`src/rtl/gpio_edge_pkg.sv`:
```
package gpio_edge_pkg;

    // Register byte offsets on the shared bus
    localparam int unsigned OFS_BANK_EN   = 32'h08;
    localparam int unsigned OFS_RISE_SET  = 32'h24;
    localparam int unsigned OFS_RISE_CLR  = 32'h28;
    localparam int unsigned OFS_FALL_SET  = 32'h2C;
    localparam int unsigned OFS_FALL_CLR  = 32'h30;

    typedef enum logic [2:0] {
        SEL_NONE,
        SEL_BANK,
        SEL_RISE_SET,
        SEL_RISE_CLR,
        SEL_FALL_SET,
        SEL_FALL_CLR
    } reg_sel_e;

    typedef struct packed {
        logic rise;
        logic fall;
    } edge_flags_t;

    function automatic reg_sel_e decode_offset(input int unsigned ofs);
        reg_sel_e sel;
        case (ofs)
            OFS_BANK_EN:  sel = SEL_BANK;
            OFS_RISE_SET: sel = SEL_RISE_SET;
            OFS_RISE_CLR: sel = SEL_RISE_CLR;
            OFS_FALL_SET: sel = SEL_FALL_SET;
            OFS_FALL_CLR: sel = SEL_FALL_CLR;
            default:      sel = SEL_NONE;
        endcase
        return sel;
    endfunction

    function automatic logic is_rise_alias(input reg_sel_e sel);
        return (sel == SEL_RISE_SET) || (sel == SEL_RISE_CLR);
    endfunction

    function automatic logic is_fall_alias(input reg_sel_e sel);
        return (sel == SEL_FALL_SET) || (sel == SEL_FALL_CLR);
    endfunction

endpackage

```
`src/rtl/gpio_trig_regs.sv`:
```
module gpio_trig_regs
    import gpio_edge_pkg::*;
#(
    parameter int unsigned NUM_PINS = 16,
    parameter int unsigned DATA_W   = 32,
    parameter int unsigned ADDR_W   = 8
) (
    input  logic                clk,
    input  logic                rst,
    input  logic                wr_en,
    input  logic [ADDR_W-1:0]   addr,
    input  logic [DATA_W-1:0]   wdata,
    output logic [DATA_W-1:0]   rdata,
    output logic [NUM_PINS-1:0] rise_en,
    output logic [NUM_PINS-1:0] fall_en,
    output logic                bank_en
);

    reg_sel_e            sel;
    logic [NUM_PINS-1:0] wmask;
    logic                unused_wdata;

    assign sel          = decode_offset(32'(addr));
    assign wmask        = wdata[NUM_PINS-1:0];
    assign unused_wdata = ^wdata[DATA_W-1:NUM_PINS];

    always_ff @(posedge clk) begin
        if (rst) begin
            rise_en <= '0;
            fall_en <= '0;
            bank_en <= 1'b0;
        end else if (wr_en) begin
            case (sel)
                SEL_BANK:     bank_en <= wdata[0];
                SEL_RISE_SET: rise_en <= rise_en | wmask;
                SEL_RISE_CLR: rise_en <= rise_en & ~wmask;
                SEL_FALL_SET: fall_en <= fall_en | wmask;
                SEL_FALL_CLR: fall_en <= fall_en & ~wmask;
                default: ;
            endcase
        end
    end

    always_comb begin
        rdata = '0;
        if (sel == SEL_BANK)
            rdata = DATA_W'(bank_en);
        else if (is_rise_alias(sel))
            rdata = DATA_W'(rise_en);
        else if (is_fall_alias(sel))
            rdata = DATA_W'(fall_en);
    end

    // a set write turns on exactly the masked bits, the rest hold
    a_r2_rise_set: assert property (@(posedge clk) disable iff (rst)
        (wr_en && sel == SEL_RISE_SET) |=>
            (rise_en == ($past(rise_en) | $past(wmask))));

    // a clear write turns off exactly the masked bits
    a_r2_rise_clr: assert property (@(posedge clk) disable iff (rst)
        (wr_en && sel == SEL_RISE_CLR) |=>
            (rise_en == ($past(rise_en) & ~$past(wmask))));

    // falling aliases behave the same way
    a_r3_fall_set: assert property (@(posedge clk) disable iff (rst)
        (wr_en && sel == SEL_FALL_SET) |=>
            (fall_en == ($past(fall_en) | $past(wmask))));

    a_r3_fall_clr: assert property (@(posedge clk) disable iff (rst)
        (wr_en && sel == SEL_FALL_CLR) |=>
            (fall_en == ($past(fall_en) & ~$past(wmask))));

    // unmapped writes leave all state alone
    a_r12_unmapped_stable: assert property (@(posedge clk) disable iff (rst)
        (!wr_en || sel == SEL_NONE) |=>
            ($stable(rise_en) && $stable(fall_en) && $stable(bank_en)));

    // only bit 0 of the bank register can ever read as 1
    a_r5_bank_upper_zero: assert property (@(posedge clk) disable iff (rst)
        (sel == SEL_BANK) |-> (rdata[DATA_W-1:1] == '0));

endmodule

```
`src/rtl/gpio_edge_detect.sv`:
```
module gpio_edge_detect
    import gpio_edge_pkg::*;
#(
    parameter int unsigned NUM_PINS = 16
) (
    input  logic                clk,
    input  logic                rst,
    input  logic [NUM_PINS-1:0] pin_sync,
    output logic [NUM_PINS-1:0] rise_seen,
    output logic [NUM_PINS-1:0] fall_seen
);

    logic [NUM_PINS-1:0] prev_pin;
    edge_flags_t         flags [NUM_PINS];

    // The previous-value register tracks the pins during reset too, so
    // the first cycle after release never sees a stale value.
    always_ff @(posedge clk) begin
        if (rst) prev_pin <= pin_sync;
        else     prev_pin <= pin_sync;
    end

    for (genvar g = 0; g < NUM_PINS; g++) begin : g_pin
        assign flags[g].rise = pin_sync[g] & ~prev_pin[g];
        assign flags[g].fall = ~pin_sync[g] & prev_pin[g];
        assign rise_seen[g]  = flags[g].rise;
        assign fall_seen[g]  = flags[g].fall;
    end

    // a transition is seen only where the pin differs from one clock ago
    a_r8_seen_needs_change: assert property (@(posedge clk) disable iff (rst)
        ((rise_seen | fall_seen) & ~(pin_sync ^ $past(pin_sync))) == '0);

endmodule

```
`src/rtl/gpio_pulse_gen.sv`:
```
module gpio_pulse_gen #(
    parameter int unsigned NUM_PINS = 16
) (
    input  logic                clk,
    input  logic                rst,
    input  logic [NUM_PINS-1:0] rise_seen,
    input  logic [NUM_PINS-1:0] fall_seen,
    input  logic [NUM_PINS-1:0] rise_en,
    input  logic [NUM_PINS-1:0] fall_en,
    input  logic                bank_en,
    output logic [NUM_PINS-1:0] irq_q,
    output logic [NUM_PINS-1:0] evt_q
);

    logic [NUM_PINS-1:0] qualified;
    logic [NUM_PINS-1:0] hit;

    assign qualified = (rise_seen & rise_en) | (fall_seen & fall_en);
    assign hit       = bank_en ? qualified : '0;

    always_ff @(posedge clk) begin
        if (rst) begin
            irq_q <= '0;
            evt_q <= '0;
        end else begin
            irq_q <= hit;
            evt_q <= hit;
        end
    end

    // any pulse needs the bank enable one clock earlier
    a_r9_bank_gate: assert property (@(posedge clk) disable iff (rst)
        (|irq_q || |evt_q) |-> $past(bank_en));

    // interrupt and DMA event always pulse together
    a_r6_irq_evt_match: assert property (@(posedge clk) disable iff (rst)
        irq_q == evt_q);

    // a pulse needs some trigger enable on that pin
    a_r8_enable_needed: assert property (@(posedge clk) disable iff (rst)
        (irq_q & ~($past(rise_en) | $past(fall_en))) == '0);

endmodule

```
`src/rtl/gpio_edge_event_gen.sv`:
```
module gpio_edge_event_gen
    import gpio_edge_pkg::*;
#(
    parameter int unsigned NUM_PINS = 16,
    parameter int unsigned DATA_W   = 32,
    parameter int unsigned ADDR_W   = 8
) (
    input  logic                clk,
    input  logic                rst,
    input  logic                bus_wr,
    input  logic [ADDR_W-1:0]   bus_addr,
    input  logic [DATA_W-1:0]   bus_wdata,
    output logic [DATA_W-1:0]   bus_rdata,
    input  logic [NUM_PINS-1:0] pin_sync,
    output logic [NUM_PINS-1:0] irq_pulse,
    output logic [NUM_PINS-1:0] dma_evt_pulse
);

    logic [NUM_PINS-1:0] rise_en;
    logic [NUM_PINS-1:0] fall_en;
    logic                bank_en;
    logic [NUM_PINS-1:0] rise_seen;
    logic [NUM_PINS-1:0] fall_seen;

    gpio_trig_regs #(
        .NUM_PINS (NUM_PINS),
        .DATA_W   (DATA_W),
        .ADDR_W   (ADDR_W)
    ) u_regs (
        .clk     (clk),
        .rst     (rst),
        .wr_en   (bus_wr),
        .addr    (bus_addr),
        .wdata   (bus_wdata),
        .rdata   (bus_rdata),
        .rise_en (rise_en),
        .fall_en (fall_en),
        .bank_en (bank_en)
    );

    gpio_edge_detect #(
        .NUM_PINS (NUM_PINS)
    ) u_detect (
        .clk       (clk),
        .rst       (rst),
        .pin_sync  (pin_sync),
        .rise_seen (rise_seen),
        .fall_seen (fall_seen)
    );

    gpio_pulse_gen #(
        .NUM_PINS (NUM_PINS)
    ) u_pulse (
        .clk       (clk),
        .rst       (rst),
        .rise_seen (rise_seen),
        .fall_seen (fall_seen),
        .rise_en   (rise_en),
        .fall_en   (fall_en),
        .bank_en   (bank_en),
        .irq_q     (irq_pulse),
        .evt_q     (dma_evt_pulse)
    );

    // a pulse only follows a change between the two prior samples
    a_r6_pulse_follows_change: assert property (@(posedge clk) disable iff (rst)
        (irq_pulse & ~($past(pin_sync) ^ $past(pin_sync, 2))) == '0);

    // a falling pulse needs the falling enable, a rising one the rising enable
    a_r7_direction_enable: assert property (@(posedge clk) disable iff (rst)
        (irq_pulse & ~(($past(pin_sync) & $past(rise_en)) |
                       (~$past(pin_sync) & $past(fall_en)))) == '0);

endmodule

```
`config.mk`:
```
export PLATFORM = sky130hd
export DESIGN_NAME = gpio_edge_event_gen
export DESIGN_NICKNAME = d
export VERILOG_FILES = /design/src/rtl/gpio_edge_pkg.sv /design/src/rtl/gpio_trig_regs.sv /design/src/rtl/gpio_edge_detect.sv /design/src/rtl/gpio_pulse_gen.sv /design/src/rtl/gpio_edge_event_gen.sv
export SDC_FILE = /design/constraint.sdc
export NUM_CORES = 1
export LEC_CHECK = 0
export ABC_AREA = 0
export BUFFER_PORTS_ARGS = -buffer_cell sky130_fd_sc_hd__buf_4
export CAP_MARGIN = 20
export CORE_MARGIN = 5
export CORE_UTILIZATION = 35
export CTS_CLUSTER_DIAMETER = 100
export CTS_CLUSTER_SIZE = 40
export DETAILED_ROUTE_END_ITERATION = 6
export GPL_ROUTABILITY_DRIVEN = 1
export REMOVE_ABC_BUFFERS = 1
export SLEW_MARGIN = 20
export SYNTH_ARGS = -nofsm -noshare
export SYNTH_HDL_FRONTEND = slang
export SYNTH_SLANG_ARGS = --single-unit
export TNS_END_PERCENT = 10
```
`constraint.sdc`:
```
create_clock -name clk -period 1.9 [get_ports clk]
set_clock_uncertainty 0.1 [all_clocks]
set_input_delay 0.285 -clock clk [delete_from_list [all_inputs] [get_ports clk]]
set_output_delay 0.285 -clock clk [all_outputs]
set_load 0.1 [all_outputs]
```
**Yosys cells after proc, flatten, opt, wreduce, memory -nomap -nowiden**

Index checks and enable logic that the tools add are counted.

- Register bits after elaboration: 65
- Bits of input ports: 59
- Output and inout bits: 64

- Equal/unequal tests: 10
- Muxes and demuxes: 6
- Bitwise gates (word level): 73
- Reduce and logical (&&, ||, !) cells: 8

Operator list:

| cell | count |
|---|---|
| 16-bit AND | 4 |
| 32-bit 2-to-1 mux | 2 |
| 16-bit case mux with 2 select lines | 2 |
| 16-bit bitwise OR | 3 |
| 1-bit inverter | 33 |
| 1-bit AND | 32 |
| 8-bit by 6-bit equality test with 1-bit output, second input constant | 4 |
| 16-bit 2-to-1 mux | 1 |
| 16-bit inverter | 1 |
| 3-bit case mux with 5 select lines | 1 |
| 8-bit by 4-bit equality test with 1-bit output, second input constant | 1 |
| 3-bit by 2-bit equality test with 1-bit output, second input constant | 2 |
| 3-bit equality test, second input constant | 2 |
| 2-bit AND reduction | 3 |
| 2-bit nonzero test | 2 |
| 3-bit by 1-bit equality test with 1-bit output, second input constant | 1 |
| 1-bit logical OR | 2 |
| 2-bit OR reduction | 1 |

**Logic depth before layout (Yosys ltp)**

Gate-level depths: netlist of the first run.

- Depth in word-level cells: 7
- Mapped depth: 6
- Mapped depth without buffers: 3

**Modules after synthesis**

Synthesis of the first run repeated with hierarchy kept, for this count alone.

- Cells, all modules: 279
- Area, all modules: 2,920.3 sq um

By module, submodules not included:

| module | times used | cells an instance | area an instance (sq um) | seq. area each (sq um) |
|---|---|---|---|---|
| gpio_trig_regs | 1 | 164 | 1,654.1 | 660.6 |
| gpio_pulse_gen | 1 | 67 | 665.6 | 320.3 |
| gpio_edge_detect | 1 | 48 | 600.6 | 320.3 |

**Least setup slack after synthesis of the first run**

No wires, ideal clock.

- Path kind: input-to-output
- Start: input bus_addr[1]
- End: output bus_rdata[0]
- Arrival: 2.725 ns
- Required time: 1.515 ns
- Setup slack: -1.210 ns
- Stages on the path: 5
- Cells stage by stage: nor4_1 buf_2 buf_2 nand3b_1 a31oi_1

- Cells in the longest elaborated chain, start to end: 7

Ends and longest elaborated chain:

| what | RTL line | RTL |
|---|---|---|
| start: declaration | gpio_edge_event_gen.sv:11 | `input logic [ADDR_W-1:0] bus_addr,` |
| 8-bit by 6-bit equality test with 1-bit output or 8-bit by 4-bit equality test with 1-bit output (tied branches) | gpio_edge_pkg.sv:26 | `case (ofs)` |
| 3-bit case mux with 5 select lines (*) | gpio_edge_pkg.sv:26 |  |
| 3-bit equality test | gpio_edge_pkg.sv:42 | `return (sel == SEL_FALL_SET) \|\| (sel == SEL_FALL_CLR);` |
| 1-bit logical OR | gpio_edge_pkg.sv:42 |  |
| 16-bit 2-to-1 mux | gpio_trig_regs.sv:50 | `else if (is_fall_alias(sel))` |
| 32-bit 2-to-1 mux | gpio_trig_regs.sv:48 | `else if (is_rise_alias(sel))` |
| 32-bit 2-to-1 mux (*) | gpio_trig_regs.sv:46 | `if (sel == SEL_BANK)` |
| end: declaration | gpio_edge_event_gen.sv:13 | `output logic [DATA_W-1:0] bus_rdata,` |

Mark *: on every way between the ends. The rest lies on a longest branch, timed or not.

**Worst setup path in the final report of the first run**

- Start: input bus_addr[1]
- End: output bus_rdata[2]

Same word-level chain as after synthesis.

==> results of run 1 <==
logic make-up (layout without fill, tap and decap cells):
logic type | after synthesis | after routing | synth area share [%]
XOR/XNOR | 1 | 1 | 0.5303
other | 1 | 16 | 0.1222
AO/OA/AOI/OAI | 99 | 99 | 26.63
flip-flops | 65 | 65 | 42.41
multiplexers | 1 | 1 | 0.3263
buffers and inverters | 75 | 173 | 14.36
AND/OR/NAND/NOR | 64 | 64 | 15.62
how the worst min path moves through the flow:
| stage | from | to | slack, ns | cells past startpoint |
|---|---|---|---|---|
| floorplan | pin_sync[0] | u_detect.prev_pin[0] | 0.21 | 0 |
| finish | bus_wdata[0] | u_regs.bank_en | 0.13 | 3 |
| detailed placement | pin_sync[0] | u_detect.prev_pin[0] | 0.31 | 1 |
| global placement | pin_sync[6] | u_detect.prev_pin[6] | 0.31 | 1 |
| global route | bus_wdata[0] | u_regs.bank_en | 0.14 | 3 |
| CTS | bus_wdata[0] | u_regs.bank_en | 0.12 | 3 |
metal layers:
| metal | routed length [um] | part of all wire (%) | GRT usage, % | up-vias |
|---|---|---|---|---|
| met1 | 3793 | 43 | 20.21 | 1321 |
| met5 | 0 | 0 | 0 | - |
| li1 | - | - | - | 1358 |
| met2 | 4303 | 49 | 26.46 | 97 |
| met4 | 93 | 1.1 | 5.623 | 0 |
| met3 | 618 | 7.0 | 4.229 | 9 |
critical path: cells and delay by family:
family,cells,cell delay [ns]
buffers and inverters,4,0.61
and+or+nand+nor,2,0.48
AOI/OAI and AO/OA,1,0.19
area by class of cell:
| class | instances | share of cell area, % |
|---|---|---|
| Inverter | 16 | 1.329 |
| Multi-Input combinational cell | 181 | 33.73 |
| Tap cell | 108 | 2.991 |
| Sequential cell | 65 | 28.80 |
| Timing Repair Buffer | 143 | 29.55 |
| Clock buffer | 14 | 3.600 |
power by group through the flow:
stage / clock [mW] / sequential, mW / combinational [mW]
global route: 1.10 / 1.39 / 0.434
detailed placement: 0 / 1.42 / 0.374
finish: 1.01 / 1.39 / 0.411
floorplan: 0 / 1.42 / 0.210
CTS: 1.03 / 1.39 / 0.408
global placement: 0 / 1.42 / 0.371
Yosys cell counts, types with 3 or more instances:
cell	n	area, um2
a21oi_1	16	80.08
a221oi_1	16	140.1
a22o_1	15	131.4
a311oi_1	16	140.1
a41oi_1	16	140.1
and2_1	16	100.1
buf_2	10	50.05
buf_4	37	277.8
clkbuf_1	10	37.54
dfxtp_1	65	1301
inv_1	16	60.06
nand2b_1	3	18.77
nand3b_1	34	255.2
o2111ai_1	17	148.9
what timing repair did:
item / CTS / global route
endpoints found under the hold margin: 16 / 0
hold buffers: 16 / 0
setup buffers: 2 / 0
resized for setup: 60 / 10
setup endpoints to repair: 16 / 16
pin swaps: 5 / 1
==> impl_metrics.yaml, run 1 <==
routing:
  postRouteAntennaNets: 0
  vias: 2785
  drt_iter0_drc: 165
  vias_per_cell: 5.285
  dr.pass1.iters: 4
  drc: 0
  routed_wl_um: 8808
  detail_route.wl_per_cell_um: 16.71
cts:
  clockRootBuffer: "clkbuf_8"
  cts_buffers: 9
  clockBufferDepth: 2
  cts_tree: "built"
  insertion_delay_ns: 0.34
  clk_pin_slew_worst_paths_ns: 0.06
  cts.sinks: 65
  cts_max_level: 3
timing:
  worst_slack_ns: -0.06945
  finalHoldViolCount: 0
  setup_viol: 11
  fin_tns_setup_ns: -0.2935
  hold_slack_ns: 0.1334
  fin_crit_ns: 1.969
  period_share_pct: 103.7
  fmax_mhz: 507.8
  rsz0062_at_grt: "true"
  report.final.slew_viol_count: 0
synthesis:
  synth_seq_cells: 65
  seq_area_frac_synth_pct: 42.41
  yosys_warnings: 0
  synthCells: 306
  synth.distinct_cells: 33
  async_flop_share_pct: 0
  synth_edf_count: 0
  postSynthAreaPerCell_um2: 10.03
  syn_area_mm2: 0.003068
  synth_top_flop_cell: "dfxtp_1"
floorplan:
  design.core.area_mm2: 0.008636
  rows: 34
  start_util_pct: 35.53
  die_area_mm2: 0.01074
  die_w_um: 103.6
  ioPinCount: 123
  fp.dieH_um: 103.6
placement:
  io_buffers: 90
  place.gp.congestion: 0.8251
  place_area_mm2: 0.003826
  preCtsSetupSlack_ns: -0.2568
  placed_cells: 495
  hpwl_um: 6237
finish:
  nNetsFinal: 475
  multi_input_area_mm2: 0.001524
  final_common_cell: "buf_4"
  final_layout_size_suffix_gt1_share_pct: 38.19
  fin_cells: 527
  post-route-util_pct: 52.32
  layout_common_cells: "105 x buf_4, 65 x dfxtp_1, 34 x nand3b_1"
  postLayoutCellArea_mm2: 0.004518
  n_fill_cell: 794
  insertedDiodeCount: 0
  syn2layout_area_growth_pct: 47.27
  seqCellArea_mm2: 0.001301
status:
  outcome: "finished, violations left"
  failed_checks: "setup timing"
worst_setup_path:
  r2r_cells: 3
  r2r_slack_ns: 0.76
  path_max_fanout: 10
  endpoint: "bus_rdata[2]"
  start_kind: "input port"
  cpMaxStageDelayCell: "nor4_4"
  path_cells: "buf_6 -> nor4_4 -> buf_4 -> and3_4 -> buf_8 -> a22o_1 -> buf_12"
  r2r_end: "u_regs.bank_en"
  critical-path-max-stage-delay_ns: 0.26
  required_ns: 1.51
  worstSetupPathType: "in -> out"
  cp-startpoint: "bus_addr[1]"
  rr_startpoint: "u_regs.bank_en"
  endpoint_kind: "primary output"
  arrival_ns: 1.58
power:
  power.internal_mw: 2.056
  clockPowerShare_pct: 35.8
  power_density_mw_per_mm2: 622.0
  ir_drop_mv: 0.3757
  power.leakage_nw: 1.751
  swShare_pct: 26.84
  combPwrFrac_pct: 14.6
  total_power_mw: 2.810
  p_sw_uw: 754.5
  p_seq_share_pct: 49.5
grt:
  grt.overflow.total: 0
  grt_pass1_wl_um: 14270
  track_usage_pct: 16.07
  antenna_found_initial: 0
  grt_pass1_vias: 2835
  grt_start_max_net_pins: 34
job:
  drv_cap: 0
min_path:
  hp-class: "in -> reg"
No activity file was read; power rests on OpenSTA's default activity.
==> inputs of run 2 (changes only) <==
--- a/config.mk
+++ b/config.mk
@@ -14,6 +14,7 @@
 export CTS_CLUSTER_SIZE = 40
 export DETAILED_ROUTE_END_ITERATION = 6
 export GPL_ROUTABILITY_DRIVEN = 1
+export PLACE_DENSITY = 0.58
 export REMOVE_ABC_BUFFERS = 1
 export SLEW_MARGIN = 20
 export SYNTH_ARGS = -nofsm -noshare
==> impl_metrics.yaml, run 2 (same netlist as run 1, synthesis figures left out) <==
timing:
  hold_slack_ns: 0.1442
  rsz0062_at_grt: "true"
  report.final.slew_viol_count: 0
  period_share_pct: 104.0
  fmax_mhz: 506.3
  fin_crit_ns: 1.975
  finalHoldViolCount: 0
  setup_viol: 16
  worst_slack_ns: -0.07531
worst_setup_path:
  start_kind: "input port"
  critical-path-max-stage-delay_ns: 0.27
  worstSetupPathType: "in -> out"
  r2r_cells: 3
  cpMostUsedCell: "buf_12"
  path_max_fanout: 10
  required_ns: 1.51
  endpoint_kind: "primary output"
  cpMaxStageDelayCell: "nor4_4"
  path_cells: "buf_6 -> nor4_4 -> buf_4 -> and3_4 -> buf_12 -> a22o_1 -> buf_12"
  arrival_ns: 1.59
finish:
  layout_common_cells: "103 x buf_4, 65 x dfxtp_1, 34 x nand3b_1"
  final_common_cell: "buf_4"
  postLayoutCellArea_mm2: 0.004604
  nNetsFinal: 476
  final_layout_size_suffix_gt1_share_pct: 39.10
  insertedDiodeCount: 0
  syn2layout_area_growth_pct: 50.08
placement:
  hpwl_um: 6187
  place.gp.congestion: 0.7573
  io_buffers: 90
  place_area_mm2: 0.003851
routing:
  vias_per_cell: 5.370
  postRouteAntennaNets: 0
  drt_iter0_drc: 73
  routed_wl_um: 9127
  dr.pass1.iters: 4
  detail_route.wl_per_cell_um: 17.22
  vias: 2846
  drc: 0
cts:
  clk_pin_slew_worst_paths_ns: 0.07
  cts_max_level: 3
  insertion_delay_ns: 0.34
  cts_buffers: 9
  cts_tree: "built"
  cts.sinks: 65
  clockRootBuffer: "clkbuf_8"
  clockBufferDepth: 2
floorplan:
  die_area_mm2: 0.01074
  fp.dieH_um: 103.6
  ioPinCount: 123
  start_util_pct: 35.53
  rows: 34
  design.core.area_mm2: 0.008636
  die_w_um: 103.6
min_path:
  hp-class: "in -> reg"
  hold_path_depth: 3
grt:
  track_usage_pct: 16.64
  grt.overflow.total: 0
  antenna_found_initial: 0
  grt_start_max_net_pins: 33
  grt_pass1_wl_um: 14590
  grt_pass1_vias: 2862
power:
  power_density_mw_per_mm2: 661.6
  ir_drop_mv: 0.3671
  power.leakage_nw: 1.782
status:
  outcome: "finished, violations left"
  failed_checks: "setup timing"
job:
  drv_cap: 0
[run 2: changes by cell type in the layout (fill, tap and decap cells not counted), moves of 2 or more]
cell	delta
buf_12	+3
buf_4	-2
buf_6	+2
buf_8	-2
[run 2: path summary, 6_finish.rpt]
kind	slack, ns	endpoint	start
max	-0.08	bus_rdata[12]	bus_addr[6]
min	0.14	u_regs.bank_en	bus_wdata[0]
max reg2reg	0.81	u_pulse.irq_q[3]	u_regs.bank_en
min reg2reg	0.38	u_pulse.irq_q[12]	u_detect.prev_pin[12]
[run 2: power breakdown]
group | total, mW | leakage (nW) | internal [mW] | switching, mW
clock | 1.24 | 0.107 | 0.713 | 0.525
combinational | 0.416 | 1.15 | 0.143 | 0.273
sequential | 1.39 | 0.530 | 1.38 | 0.00933
total | 3.05 | 1.78 | 2.24 | 0.808
[run 2: what timing repair did]
item,4_1_cts,5_1_grt
gates resized for setup,52,20
pin swaps,2,8
hold buffers,16,0
buffers inserted,0,3
setup endpoints to repair,16,16
hold endpoints to repair,16,0
cloned,0,0
[run 2: metrics by stage]
stage | setup WS [ns] | utilization (%) | instances | setup TNS [ns] | total power [mW]
3_3_place_gp | -0.2747 | 44.60 | 495 | -3.925 | 1.792
2_1_floorplan | -3.356 | - | 262 | -122.62 | 1.629
4_1_cts | -0.1066 | 51.48 | 527 | -1.591 | 3.054
6_report | -0.07531 | 53.32 | 530 | -0.3700 | 3.046
3_5_place_dp | -0.2396 | 44.60 | 495 | -3.592 | 1.797
5_1_grt | -0.1177 | 53.32 | 530 | -1.141 | 3.148
[run 2: final cells by class]
class | instances | area (um2)
inverter | 16 | 60.06
sequential | 65 | 1301
clock buffer | 14 | 172.7
multi-input combinational | 181 | 1528
clock inverter | 2 | 35.03
fill | 766 | 4031
tap | 108 | 135.1
timing repair buffer | 144 | 1373
[run 2: critical path: cells and delay by family]
kind,cells,cell delay (ns)
compound gates,1,0.18
simple gates,2,0.49
buf+inv,4,0.62
[run 2: layer usage]
layer | up-vias | share of wire (%) | GRT usage [%]
met3 | 14 | 6.9 | 5.908
li1 | 1363 | - | -
met5 | - | 0 | 0
met1 | 1365 | 44 | 21.16
met2 | 104 | 47 | 26.32
met4 | 0 | 1.6 | 5.155
==> inputs of run 3 (changes only) <==
--- a/config.mk
+++ b/config.mk
@@ -9,12 +9,13 @@
 export BUFFER_PORTS_ARGS = -buffer_cell sky130_fd_sc_hd__buf_4
 export CAP_MARGIN = 20
 export CORE_MARGIN = 5
-export CORE_UTILIZATION = 35
+export CORE_UTILIZATION = 51
 export CTS_CLUSTER_DIAMETER = 100
 export CTS_CLUSTER_SIZE = 40
 export DETAILED_ROUTE_END_ITERATION = 6
 export GPL_ROUTABILITY_DRIVEN = 1
-export PLACE_DENSITY = 0.58
+export HOLD_SLACK_MARGIN = 0.12
+export PLACE_DENSITY = 0.81
 export REMOVE_ABC_BUFFERS = 1
 export SLEW_MARGIN = 20
 export SYNTH_ARGS = -nofsm -noshare
==> constraint.sdc (replaced) <==
create_clock -name clk -period 2.3 [get_ports clk]
set_clock_uncertainty 0.1 [all_clocks]
set_input_delay 0.345 -clock clk [delete_from_list [all_inputs] [get_ports clk]]
set_output_delay 0.345 -clock clk [all_outputs]
set_load 0.1 [all_outputs]
==> impl_metrics.yaml, run 3 (same netlist as run 1, synthesis figures left out) <==
routing:
  drt_iter0_drc: 153
  dr.pass1.iters: 5
  postRouteAntennaNets: 0
  routed_wl_um: 8515
  vias_per_cell: 5.839
  vias: 2791
  drc: 0
  detail_route.wl_per_cell_um: 17.81
worst_setup_path:
  path_delay_family: "buffers and inverters"
  r2r_cells: 2
  required_ns: 1.86
  endpoint: "bus_rdata[0]"
  r2r_slack_ns: 1.36
  critical-path-max-stage-delay_ns: 0.26
  cpMaxStageDelayCell: "buf_6"
  worstSetupPathType: "in -> out"
  path_cells: "buf_4 -> nor4_2 -> buf_4 -> buf_4 -> o2111ai_1 -> a31oi_1 -> buf_6"
  endpoint_kind: "primary output"
  path_max_fanout: 20
  cp-startpoint: "bus_addr[1]"
  cpMostUsedCell: "buf_4"
  crit_buf_inv: 4
  crit_cells: 7
  start_kind: "input port"
  arrival_ns: 1.74
grt:
  antenna_found_initial: 0
  grt_pass1_vias: 2751
  grt_start_max_net_pins: 35
  grt_pass1_wl_um: 13430
  track_usage_pct: 22.61
  grt.overflow.total: 0
cts:
  cts_buffers: 9
  clk_pin_slew_worst_paths_ns: 0.07
  cts_max_level: 3
  insertion_delay_ns: 0.34
  cts_tree: "built"
  clockBufferDepth: 2
  post-cts-setup-buffers: 0
  cts.sinks: 65
  clockRootBuffer: "clkbuf_8"
floorplan:
  ioPinCount: 123
  die_area_mm2: 0.007667
  die_w_um: 87.56
  design.core.area_mm2: 0.005886
  start_util_pct: 52.13
  rows: 28
  fp.dieH_um: 87.56
placement:
  hpwl_um: 5479
  io_buffers: 90
  place_area_mm2: 0.003690
  place.gp.congestion: 0.8170
power:
  ir_drop_mv: 0.4905
  p_seq_share_pct: 46.4
  combPwrFrac_pct: 12.7
  power_density_mw_per_mm2: 601.9
  p_sw_uw: 647.9
  power.leakage_nw: 1.566
  swShare_pct: 26.14
  clockPowerShare_pct: 40.8
  power.internal_mw: 1.830
finish:
  layout_common_cells: "91 x buf_4, 65 x dfxtp_1, 34 x nand3b_1"
  syn2layout_area_growth_pct: 34.22
  nNetsFinal: 457
  insertedDiodeCount: 0
  post-route-util_pct: 69.96
  final_common_cell: "buf_4"
  final_layout_size_suffix_gt1_share_pct: 32.26
  postLayoutCellArea_mm2: 0.004118
min_path:
  worstHoldStart: "bus_wdata[0]"
  hp-class: "in -> reg"
timing:
  rsz0062_at_grt: "true"
  setup_viol: 0
  hold_slack_ns: 0.1633
  fin_crit_ns: 2.186
  fin_tns_setup_ns: 0
  report.final.slew_viol_count: 0
  period_share_pct: 95.04
  finalHoldViolCount: 0
  fmax_mhz: 457.5
job:
  drv_cap: 0
status:
  outcome: "finished clean"
## run 3: cell types whose count changed in the layout (fill, tap and decap cells not counted), moves of 9 or more
cell	before	now
buf_4	103	91
a22o_1	4	15
a22o_4	11	0
buf_6	7	16
buf_12	18	2
## run 3: worst min path at each step
stage / endpoint / cells past startpoint
2_1_floorplan: u_detect.prev_pin[0] / 0
3_3_place_gp: u_pulse.irq_q[12] / 2
5_1_grt: u_regs.bank_en / 3
4_1_cts: u_regs.bank_en / 3
6_report: u_regs.bank_en / 3
3_5_place_dp: u_detect.prev_pin[1] / 1
## run 3: final cells by class
cell class / count / area [um2]
Clock inverter: 2 / 35.03
Clock buffer: 14 / 172.7
Multi-Input combinational cell: 181 / 1391
Tap cell: 75 / 93.84
Timing Repair Buffer: 125 / 1064
Sequential cell: 65 / 1301
Fill cell: 446 / 1768
Inverter: 16 / 60.06
## run 3: power groups by stage
stage	Sequential (mW)	Combinational, mW	Clock (mW)
final	1.15	0.316	1.01
after global routing	1.15	0.330	1.07
after CTS	1.15	0.311	1.02
after detailed placement	1.17	0.288	0
after global placement	1.17	0.286	0
after floorplan	1.17	0.174	0
## run 3: worst reg2reg max path, stage by stage, from the launching register on
cell      delay (ns)
dfxtp_1         0.37
a41oi_1         0.06
a311oi_1        0.31
## run 3: what timing repair did
item                                   in CTS  in global routing
endpoints found under the hold margin      16                  0
hold buffers                               16                  0
gates resized for setup                     0                 16
setup endpoints to repair                   0                 16
## run 3: through the flow
step / worst slack [ns] / total power, mW / cells
floorplan: -3.076 / 1.346 / 262
global placement: 0.1077 / 1.459 / 446
detailed placement: 0.09930 / 1.463 / 446
CTS: 0.09030 / 2.482 / 478
global route: -0.02059 / 2.553 / 478
finish: 0.1140 / 2.478 / 478
## run 3: per-layer routing
metal	vias up	share of wire (%)	track usage, %
met4	0	1.5	10.46
met5	-	0	0
met1	1324	42	28.81
li1	1320	-	-
met3	11	7.5	5.644
met2	136	49	36.03
